### src/rtl/unl_pkg.sv
package unl_pkg;

    // Sticky unlock flag controller states
    typedef enum logic {
        FLAG_CLEAR = 1'b0,
        FLAG_SET   = 1'b1
    } flag_state_t;

    // Reference clock edge detector states
    typedef enum logic {
        REF_LOW  = 1'b0,
        REF_HIGH = 1'b1
    } ref_state_t;

endpackage

### src/rtl/unl_sync.sv
module unl_sync #(
    parameter int          WIDTH   = 1,
    parameter int          STAGES  = 2,
    parameter logic        RST_VAL = 1'b0
) (
    input  logic             clk,
    input  logic             rst,
    input  logic [WIDTH-1:0] d_in,
    output logic [WIDTH-1:0] q_out
);

    logic [WIDTH-1:0] stg [STAGES];

    generate
        for (genvar s = 0; s < STAGES; s++) begin : g_stage
            always_ff @(posedge clk) begin
                if (rst) begin
                    stg[s] <= {WIDTH{RST_VAL}};
                end else if (s == 0) begin
                    stg[s] <= d_in;
                end else begin
                    stg[s] <= stg[(s == 0) ? 0 : s-1];
                end
            end
        end
    endgenerate

    assign q_out = stg[STAGES-1];

endmodule

### src/rtl/unl_ref_strobe.sv
module unl_ref_strobe
    import unl_pkg::*;
#(
    parameter int SYNC_STAGES = 2
) (
    input  logic clk,
    input  logic rst,
    input  logic ref_clk_in,
    output logic strobe
);

    logic       ref_s;
    ref_state_t state_q, state_d;

    unl_sync #(.WIDTH(1), .STAGES(SYNC_STAGES), .RST_VAL(1'b0)) u_ref_sync (
        .clk   (clk),
        .rst   (rst),
        .d_in  (ref_clk_in),
        .q_out (ref_s)
    );

    // State register
    always_ff @(posedge clk) begin
        if (rst) state_q <= REF_LOW;
        else     state_q <= state_d;
    end

    // Next state: rise and fall transitions
    always_comb begin
        state_d = state_q;
        unique case (state_q)
            REF_LOW:  if (ref_s)  state_d = REF_HIGH;
            REF_HIGH: if (!ref_s) state_d = REF_LOW;
        endcase
    end

    // Output: pulse on the rise transition only
    always_comb begin
        strobe = 1'b0;
        unique case (state_q)
            REF_LOW:  strobe = ref_s;
            REF_HIGH: strobe = 1'b0;
        endcase
    end

    // strobe is a single-clock pulse
    a_r8_strobe_single: assert property (@(posedge clk) disable iff (rst)
        strobe |=> !strobe);

endmodule

### src/rtl/unl_flag_fsm.sv
module unl_flag_fsm
    import unl_pkg::*;
(
    input  logic clk,
    input  logic rst,
    input  logic strobe,
    input  logic unlocked,
    input  logic rd_en,
    output logic flag
);

    flag_state_t state_q, state_d;
    logic        set_req;

    assign set_req = strobe && unlocked;

    // State register
    always_ff @(posedge clk) begin
        if (rst) state_q <= FLAG_CLEAR;
        else     state_q <= state_d;
    end

    // Next state: set, clear, hold (set has priority over clear)
    always_comb begin
        state_d = state_q;
        unique case (state_q)
            FLAG_CLEAR: if (set_req)            state_d = FLAG_SET;
            FLAG_SET:   if (rd_en && !set_req)  state_d = FLAG_CLEAR;
        endcase
    end

    // Output
    always_comb begin
        flag = 1'b0;
        unique case (state_q)
            FLAG_CLEAR: flag = 1'b0;
            FLAG_SET:   flag = 1'b1;
        endcase
    end

    // a strobe seeing an unlocked loop sets the flag
    a_r2_set_on_strobe: assert property (@(posedge clk) disable iff (rst)
        (strobe && unlocked) |=> flag);

    // without a read the flag never drops
    a_r4_sticky: assert property (@(posedge clk) disable iff (rst)
        (flag && !rd_en) |=> flag);

    // a read with no concurrent set clears the flag
    a_r5_clear_on_read: assert property (@(posedge clk) disable iff (rst)
        (flag && rd_en && !(strobe && unlocked)) |=> !flag);

    // set and read in the same clock leaves the flag set
    a_r7_set_wins: assert property (@(posedge clk) disable iff (rst)
        (rd_en && strobe && unlocked) |=> flag);

    // no strobe, no set
    a_r8_no_set_between: assert property (@(posedge clk) disable iff (rst)
        (!flag && !strobe) |=> !flag);

endmodule

### src/rtl/pll_unlock_monitor.sv
module pll_unlock_monitor #(
    parameter int DATA_W      = 8,
    parameter int SYNC_STAGES = 2
) (
    input  logic              clk,
    input  logic              rst,
    input  logic              ref_clk_in,
    input  logic              up_req_n,
    input  logic              dn_req_n,
    input  logic              rd_en,
    output logic [DATA_W-1:0] rd_data
);

    localparam int PAD_W = DATA_W - 1;

    logic [1:0] req_s;
    logic       unlocked;
    logic       strobe;
    logic       flag;

    // Requests idle high after reset (locked)
    unl_sync #(.WIDTH(2), .STAGES(SYNC_STAGES), .RST_VAL(1'b1)) u_req_sync (
        .clk   (clk),
        .rst   (rst),
        .d_in  ({up_req_n, dn_req_n}),
        .q_out (req_s)
    );

    assign unlocked = !(req_s[1] && req_s[0]);

    unl_ref_strobe #(.SYNC_STAGES(SYNC_STAGES)) u_strobe (
        .clk        (clk),
        .rst        (rst),
        .ref_clk_in (ref_clk_in),
        .strobe     (strobe)
    );

    unl_flag_fsm u_flag (
        .clk      (clk),
        .rst      (rst),
        .strobe   (strobe),
        .unlocked (unlocked),
        .rd_en    (rd_en),
        .flag     (flag)
    );

    assign rd_data = rd_en ? {{PAD_W{1'b0}}, flag} : '0;

    // flag is clear in the clock after reset
    a_r1_reset_clear: assert property (@(posedge clk)
        rst |=> (flag == 1'b0));

    // idle bus returns zero
    a_r9_idle_zero: assert property (@(posedge clk) disable iff (rst)
        !rd_en |-> (rd_data == '0));

endmodule

### config.mk
export PLATFORM = sky130hd
export DESIGN_NAME = pll_unlock_monitor
export DESIGN_NICKNAME = d
export VERILOG_FILES = /design/src/rtl/unl_pkg.sv /design/src/rtl/unl_sync.sv /design/src/rtl/unl_ref_strobe.sv /design/src/rtl/unl_flag_fsm.sv /design/src/rtl/pll_unlock_monitor.sv
export SDC_FILE = /design/constraint.sdc
export NUM_CORES = 1
export LEC_CHECK = 0
export BUFFER_PORTS_ARGS = -buffer_cell sky130_fd_sc_hd__buf_2
export CORE_AREA = 2 2 39 41
export DETAILED_ROUTE_END_ITERATION = 10
export DIE_AREA = 0 0 41 43
export PLACE_DENSITY = 0.52
export SKIP_LAST_GASP = 1
export SYNTH_ARGS = -nofsm -noshare
export SYNTH_HDL_FRONTEND = slang
export SYNTH_SLANG_ARGS = --single-unit
### constraint.sdc
create_clock -name clk -period 1.2 [get_ports clk]
set_input_delay 0.24 -clock clk [delete_from_list [all_inputs] [get_ports clk]]
set_output_delay 0.24 -clock clk [all_outputs]
set_load 0.005 [all_outputs]
==> results of run 1 <==
registers in the layout, indices dropped and copies added (netlist names):
register	cells
u_strobe.state_q	1
u_flag.state_q	1
u_req_sync.stg	4
u_strobe.u_ref_sync.stg	2
per-layer routing:
layer	GRT usage, %	vias to the layer above	wire length (um)
met3	4.71	0	42
met1	4.22	67	141
met5	0	-	0
met4	6.00	0	0
li1	-	87	-
met2	5.00	11	118
path summary, 6_finish.rpt:
kind                            depth (start not counted)  slack [ns]                            start                               to
worst max-delay path                                    2        0.17        u_flag.state_q$_SDFF_PP0_                       rd_data[0]
worst min register to register                          1        0.40  u_req_sync.stg[0][1]$_SDFF_PP1_  u_req_sync.stg[1][1]$_SDFF_PP1_
worst min-delay path                                    2        0.17                         up_req_n  u_req_sync.stg[0][1]$_SDFF_PP1_
worst max register to register                          2        0.58      u_strobe.state_q$_SDFF_PP0_        u_flag.state_q$_SDFF_PP0_
layout make-up:
type	instances	area, um^2
Clock buffer	3	22.5
Fill cell	151	1050
Multi-Input combinational cell	19	98.8
Sequential cell	8	160
Tap cell	16	20.0
Timing Repair Buffer	6	30.0
cells in the final DEF (no fill, tap or decap), drive strengths merged:
master / instances
nand3b: 1
and2: 1
a21oi: 1
nand2b: 1
clkbuf: 3
or2: 4
dfxtp: 8
conb: 7
nand2: 1
buf: 6
nor2b: 3
power by group:
group	leakage [nW]	internal [mW]	switching [mW]
logic	0.0730	0.0122	0.0122
registers	0.0660	0.277	0.00237
clock network	0.0138	0.114	0.0817
cells by family after synthesis:
family / synth area share [%]
compound gates: 1.73
flops: 55.4
simple gates: 23.4
buf+inv: 18.2
other cells: 1.30
==> results.json, run 1 <==
{
  "fmax_mhz": 974,
  "io_pins": 14,
  "antennaDiodeCount": 0,
  "fp-row-count": 14,
  "synth_area_per_cell_um2": 10.3,
  "end_kind": "output pin",
  "drt_pass1_iterations": 2,
  "netlist_area_um2": 289,
  "p_per_area_mw_per_mm2": 1510,
  "worst_slack_ns": 0.173,
  "wl_um": 302,
  "fin_crit_sh_pct": 85.6,
  "drt_iter0_markers": 2,
  "antenna_found_initial": 0,
  "crit_family": "flip-flops",
  "dp_slack_ns": 0.367,
  "tns_ns": 0,
  "cp_slowest_cell": "dfxtp_1",
  "vias": 165,
  "finalPower_mw": 0.499,
  "drive_gt1_share_pct": 25.0,
  "grt_max_degree": 9,
  "vdd_drop_max_v": 0.000393,
  "clock-sinks": 8,
  "post_cts_resized": 0,
  "stdcell_count": 52,
  "gp_routability_congestion": 0.566,
  "yosys_warnings": 0,
  "cts_tree": "built",
  "worstPathBufferInverterCount": 1,
  "finalHoldWorstSlack_ns": 0.171,
  "yosysSeqAreaShare_pct": 55.4,
  "ant_nets": 0,
  "yosysMostFrequentCell": "dfxtp_1",
  "dieWidth_um": 41,
  "fin_worst_skew_ns": 0.00396,
  "grt.overflow.total": 0,
  "dieArea_mm2": 0.00176,
  "syn_inst": 28,
  "p_leak_nw": 0.153,
  "fin_area_um2": 332,
  "yosysTopAreaCell": "dfxtp_1",
  "post_cts_buffers": 0,
  "area_growth_syn_to_layout_pct": 14.7,
  "synth_ff_type": "dfxtp_1",
  "netlist_top_cells_count": "dfxtp_1 (8), buf_4 (7), or2_1 (4)",
  "grt_first_pass_wirelength_um": 455,
  "status": "complete, no violations",
  "dp_cells": 49,
  "arrival_ns": 0.79,
  "ys_types": 10,
  "cp_slowest_stage_delay_ns": 0.30,
  "synth_edf_count": 0,
  "core-area_mm2": 0.00138,
  "criticalPathCategory": "register to output pin",
  "grt_setup_unrepaired": "false",
  "cts.reportedPaths.clkPinSlew_ns": 0.05,
  "via_per_inst": 3.17,
  "clock_path_buffers": 2,
  "synth_top_area_share_pct": 55.4,
  "async_reset_ff_share_pct": 0,
  "htree_levels": 1,
  "clock_latency_ns": 0.25,
  "grt_pass1_vias": 136,
  "worstPathRequired_ns": 0.96,
  "io_buffer_count": 6,
  "cts_buffers": 3,
  "root_buffer": "clkbuf_4",
  "slew_violations": 0,
  "ys_ff_latch": 8,
  "period_needed_ns": 1.03,
  "drc": 0,
  "crit_fanout": 2,
  "min_path_type": "input pin to register",
  "fin_util_pct": 24.0,
  "nNetsFinal": 44,
  "path_cells": "and2_1 -> buf_2",
  "max-cap-violations": 0,
  "grt.total_usage_pct": 4.73,
  "die_h_um": 43,
  "setup_violations": 0,
  "finalHoldViolations": 0,
  "synthTopCellsByArea": "dfxtp_1 (55%), buf_4 (18%), or2_1 (8.7%), nor2b_1 (6.5%), nand3b_1 (2.6%)",
  "critPathLaunchType": "register",
  "place_area_um2": 309,
  "initial_utilization_pct": 20.9,
  "cts_hold_buf": 0,
  "wl_per_cell_um": 5.81
}
Note: power is estimated with default switching activity, not from simulation.
==> inputs of run 2 (changes only) <==
--- a/config.mk
+++ b/config.mk
@@ -5,11 +5,13 @@
 export SDC_FILE = /design/constraint.sdc
 export NUM_CORES = 1
 export LEC_CHECK = 0
+export ABC_AREA = 1
 export BUFFER_PORTS_ARGS = -buffer_cell sky130_fd_sc_hd__buf_2
 export CORE_AREA = 2 2 39 41
 export DETAILED_ROUTE_END_ITERATION = 10
 export DIE_AREA = 0 0 41 43
 export PLACE_DENSITY = 0.52
+export RECOVER_POWER = 25
 export SKIP_LAST_GASP = 1
 export SYNTH_ARGS = -nofsm -noshare
 export SYNTH_HDL_FRONTEND = slang
==> results.json, run 2 <==
{
  "status": "complete, no violations",
  "stdcell_count": 58,
  "post_cts_resized": 0,
  "async_reset_ff_share_pct": 0,
  "largestRegisters": "u_req_sync.stg x4, u_strobe.u_ref_sync.stg x2",
  "slew_violations": 0,
  "clock_path_buffers": 2,
  "end_kind": "output pin",
  "antenna_found_initial": 0,
  "finalPower_mw": 0.499,
  "cts_tree": "built",
  "fin_area_um2": 338,
  "root_buffer": "clkbuf_4",
  "period_needed_ns": 0.987,
  "grt_max_degree": 9,
  "fin_util_pct": 24.4,
  "ys_ff_latch": 8,
  "antennaDiodeCount": 0,
  "drt_iter0_markers": 0,
  "wl_um": 320,
  "nNetsFinal": 50,
  "die_h_um": 43,
  "core-area_mm2": 0.00138,
  "area_growth_syn_to_layout_pct": 13.9,
  "grt.met2_usage_pct": 5.63,
  "yosysMostFrequentCell": "dfxtp_1",
  "crit_fanout": 2,
  "place_area_um2": 317,
  "arrival_ns": 0.75,
  "yosysTopAreaCell": "dfxtp_1",
  "fmax_mhz": 1010,
  "cts_buffers": 3,
  "fin_worst_skew_ns": 0.0000926,
  "clock-sinks": 8,
  "yosysSeqAreaShare_pct": 54.0,
  "min_path_type": "input pin to register",
  "fp-row-count": 14,
  "dieArea_mm2": 0.00176,
  "max-cap-violations": 0,
  "synth_area_per_cell_um2": 8.72,
  "wl_per_cell_um": 5.52,
  "ys_types": 9,
  "htree_levels": 1,
  "dieWidth_um": 41,
  "p_per_area_mw_per_mm2": 1480,
  "criticalPathCategory": "register to output pin",
  "via_per_inst": 3.10,
  "grt_pass1_vias": 149,
  "finalHoldWorstSlack_ns": 0.171,
  "grt_setup_unrepaired": "false",
  "largest_register_ffs": 4,
  "final_cell_mix": "dfxtp_1 (8), conb_1 (7), inv_1 (6)",
  "finalHoldViolations": 0,
  "synth_edf_count": 0,
  "worstPathRequired_ns": 0.96,
  "post_cts_buffers": 0,
  "clock_latency_ns": 0.24,
  "synth_top_area_share_pct": 54.0,
  "synth_ff_type": "dfxtp_1",
  "gp_routability_congestion": 0.547,
  "io_pins": 14,
  "regMostFlops": "u_req_sync.stg",
  "tns_ns": 0,
  "vdd_drop_max_v": 0.000606,
  "yosys_warnings": 0,
  "drt_pass1_iterations": 1,
  "netlist_top_cells_count": "dfxtp_1 (8), buf_4 (7), inv_1 (6)",
  "syn_inst": 34,
  "drc": 0,
  "p_leak_nw": 0.172,
  "layout_commonest_cell": "dfxtp_1",
  "worst_slack_ns": 0.213,
  "grt.overflow.total": 0,
  "synthTopCellsByArea": "dfxtp_1 (54%), buf_4 (18%), or2_1 (8.4%), inv_1 (7.6%), nand2_1 (3.8%)",
  "initial_utilization_pct": 21.4,
  "grt_first_pass_wirelength_um": 476,
  "io_buffer_count": 6,
  "drive_gt1_share_pct": 19.0,
  "critPathLaunchType": "register",
  "use_met1_pct": 3.57,
  "fin_crit_sh_pct": 82.3,
  "ant_nets": 0,
  "setup_violations": 0,
  "gr-usage-met3_pct": 3.14,
  "dp_slack_ns": 0.423,
  "cts_hold_buf": 0,
  "cts.reportedPaths.clkPinSlew_ns": 0.05,
  "netlist_area_um2": 297,
  "grt.total_usage_pct": 4.73,
  "vias": 180,
  "dp_cells": 55,
  "grt_most_used_layer": "met4"
}
==> run 2: cell count changes in the layout (fill, tap and decap cells not counted), moves of 2 or more <==
cell	before	now
nor2_1	0	3
inv_1	0	6
nor2b_1	3	0
nand2_1	1	3
==> run 2: worst paths after layout <==
path | start | endpoint | slack, ns | cells past startpoint
setup / recovery | u_flag.state_q$_SDFF_PP0_ | rd_data[0] | 0.21 | 3
hold / removal | up_req_n | u_req_sync.stg[0][1]$_SDFF_PP1_ | 0.17 | 2
hold reg to reg | u_strobe.u_ref_sync.stg[0]$_SDFF_PP0_ | u_strobe.u_ref_sync.stg[1]$_SDFF_PP0_ | 0.40 | 2
setup reg to reg | u_req_sync.stg[0][0]$_SDFF_PP1_ | u_req_sync.stg[1][0]$_SDFF_PP1_ | 0.61 | 1
==> run 2: power breakdown <==
group	switching [mW]	leakage [nW]	internal, mW
combinational	0.0143	0.0922	0.0108
sequential	0.00271	0.0660	0.277
clock	0.0810	0.0138	0.114
==> run 2: metal layers <==
layer	wire, um	vias up
met2	137	12
met3	44	0
li1	-	99
met4	0	0
met5	0	-
met1	138	69
==> run 2: final cells by class <==
cell class	instances	area, um^2
flip-flops and latches	8	160
well taps	16	20.0
inverters	6	22.5
fillers	165	1050
multi-input cells	19	83.8
clock buffers	3	22.5
repair buffers	6	28.8
==> run 2: cell families (layout without fill, tap and decap cells) <==
logic type / count (synthesis) / in the layout / synth area share (%)
simple gates: 11 / 11 / 17.7
flops: 8 / 8 / 54.0
other cells: 1 / 7 / 1.26
compound gates: 1 / 1 / 1.69
buf+inv: 13 / 15 / 25.3
==> run 2: worst max-delay path, cell delays in order (launching register included) <==
cell and delay (ns):
dfxtp_1 0.32, nand2_1 0.05, inv_1 0.04, buf_2 0.09
==> inputs of run 3 (changes only) <==
==> constraint.sdc (replaced) <==
create_clock -name clk -period 1 [get_ports clk]
set_input_delay 0.2 -clock clk [delete_from_list [all_inputs] [get_ports clk]]
set_output_delay 0.2 -clock clk [all_outputs]
set_load 0.005 [all_outputs]
==> results.json, run 3 (synthesis results as in run 2) <==
{
  "grt_first_pass_wirelength_um": 462,
  "vias": 187,
  "antennaDiodeCount": 0,
  "via_per_inst": 3.17,
  "min_path_type": "input pin to register",
  "max-cap-violations": 0,
  "holdPathStages": 2,
  "wl_um": 327,
  "status": "complete, no violations",
  "period_needed_ns": 0.954,
  "slew_violations": 0,
  "grt.overflow.total": 0,
  "io_pins": 14,
  "grt_setup_unrepaired": "true",
  "cts.reportedPaths.clkPinSlew_ns": 0.05,
  "grt_pass1_vias": 126,
  "gp_routability_congestion": 0.549,
  "cp.depth": 3,
  "worst_slack_ns": 0.0455,
  "cp_slowest_stage_delay_ns": 0.32,
  "largest_register_ffs": 4,
  "vdd_drop_max_v": 0.000812,
  "ant_nets": 0,
  "io_buffer_count": 6,
  "drt_iter0_markers": 0,
  "final_cell_mix": "conb_1 (7), dfxtp_1 (7), inv_1 (6)",
  "arrival_ns": 0.75,
  "clock_latency_ns": 0.25,
  "dieWidth_um": 41,
  "dp_slack_ns": 0.303,
  "tns_ns": 0,
  "initial_utilization_pct": 21.4,
  "drive_gt1_share_pct": 23.3,
  "critPathLaunchType": "register",
  "crit_family": "flip-flops",
  "fmax_mhz": 1050,
  "fin_area_um2": 347,
  "cts_tree": "built",
  "wl_per_cell_um": 5.54,
  "clock-sinks": 8,
  "area_growth_syn_to_layout_pct": 16.9,
  "grt.total_usage_pct": 5.04,
  "worstPathRequired_ns": 0.80,
  "largestRegisters": "u_req_sync.stg x4, u_strobe.u_ref_sync.stg x2",
  "cp_slowest_cell": "dfxtp_2",
  "drt_pass1_iterations": 1,
  "fin_crit_sh_pct": 95.4,
  "worstPathBufferInverterCount": 2,
  "setup_violations": 0,
  "nNetsFinal": 51,
  "dieArea_mm2": 0.00176,
  "clock_path_buffers": 2,
  "criticalPathCategory": "register to output pin",
  "die_h_um": 43,
  "regMostFlops": "u_req_sync.stg",
  "crit_fanout": 2,
  "finalHoldViolations": 0,
  "place_area_um2": 317,
  "root_buffer": "clkbuf_4",
  "antenna_found_initial": 0,
  "drc": 0,
  "reg2reg_depth": 3,
  "grt_max_degree": 9,
  "core-area_mm2": 0.00138,
  "p_per_area_mw_per_mm2": 1750,
  "fin_worst_skew_ns": 0.00500,
  "fp-row-count": 14,
  "cts_buffers": 3,
  "end_kind": "output pin",
  "p_leak_nw": 0.178,
  "path_cells": "nand2_1 -> inv_1 -> buf_2",
  "htree_levels": 1
}
run 3: changes by cell type in the layout (fill, tap and decap cells not counted), sizes merged:
cell	change
buf	+1
run 3: layout make-up:
cell class | count | area (um^2)
clock buffer | 3 | 22.5
fill | 150 | 1040
inverter | 6 | 22.5
multi-input combinational | 19 | 83.8
sequential | 8 | 161
tap | 16 | 20.0
timing repair buffer | 7 | 36.3
run 3: metrics by stage:
stage	power (mW)	hold slack (ns)	util, %	std cells
floorplan	0.378	0.269	-	40
global placement	0.371	0.377	22.9	55
detailed placement	0.373	0.382	22.9	55
CTS	0.625	0.116	24.5	58
global route	0.664	0.105	25.0	59
finish	0.607	0.127	25.0	59
run 3: report_power, final:
part / total, mW / leakage (nW) / internal [mW] / switching [mW]
clock: 0.241 / 0.0138 / 0.137 / 0.105
combinational: 0.0309 / 0.0977 / 0.0136 / 0.0172
sequential: 0.335 / 0.0665 / 0.332 / 0.00297
run 3: final timing paths:
check / startpoint / endpoint / slack [ns]
setup reg to reg: u_flag.state_q$_SDFF_PP0_ / u_flag.state_q$_SDFF_PP0_ / 0.34
hold reg to reg: u_req_sync.stg[0][1]$_SDFF_PP1_ / u_req_sync.stg[1][1]$_SDFF_PP1_ / 0.39
setup / recovery: u_flag.state_q$_SDFF_PP0_ / rd_data[0] / 0.05
hold / removal: up_req_n / u_req_sync.stg[0][1]$_SDFF_PP1_ / 0.13
run 3: what timing repair did:
action,in CTS,in global routing
endpoints found under the setup margin,0,1
gates resized for setup,0,1
setup buffers,0,1
hold buffers,0,0
run 3: routing by layer:
layer	up-vias	global-route usage, %	routed length, um
li1	101	-	-
met1	70	3.57	123
met2	16	5.63	135
met3	0	9.42	67
met4	0	2.00	0
met5	-	0	0
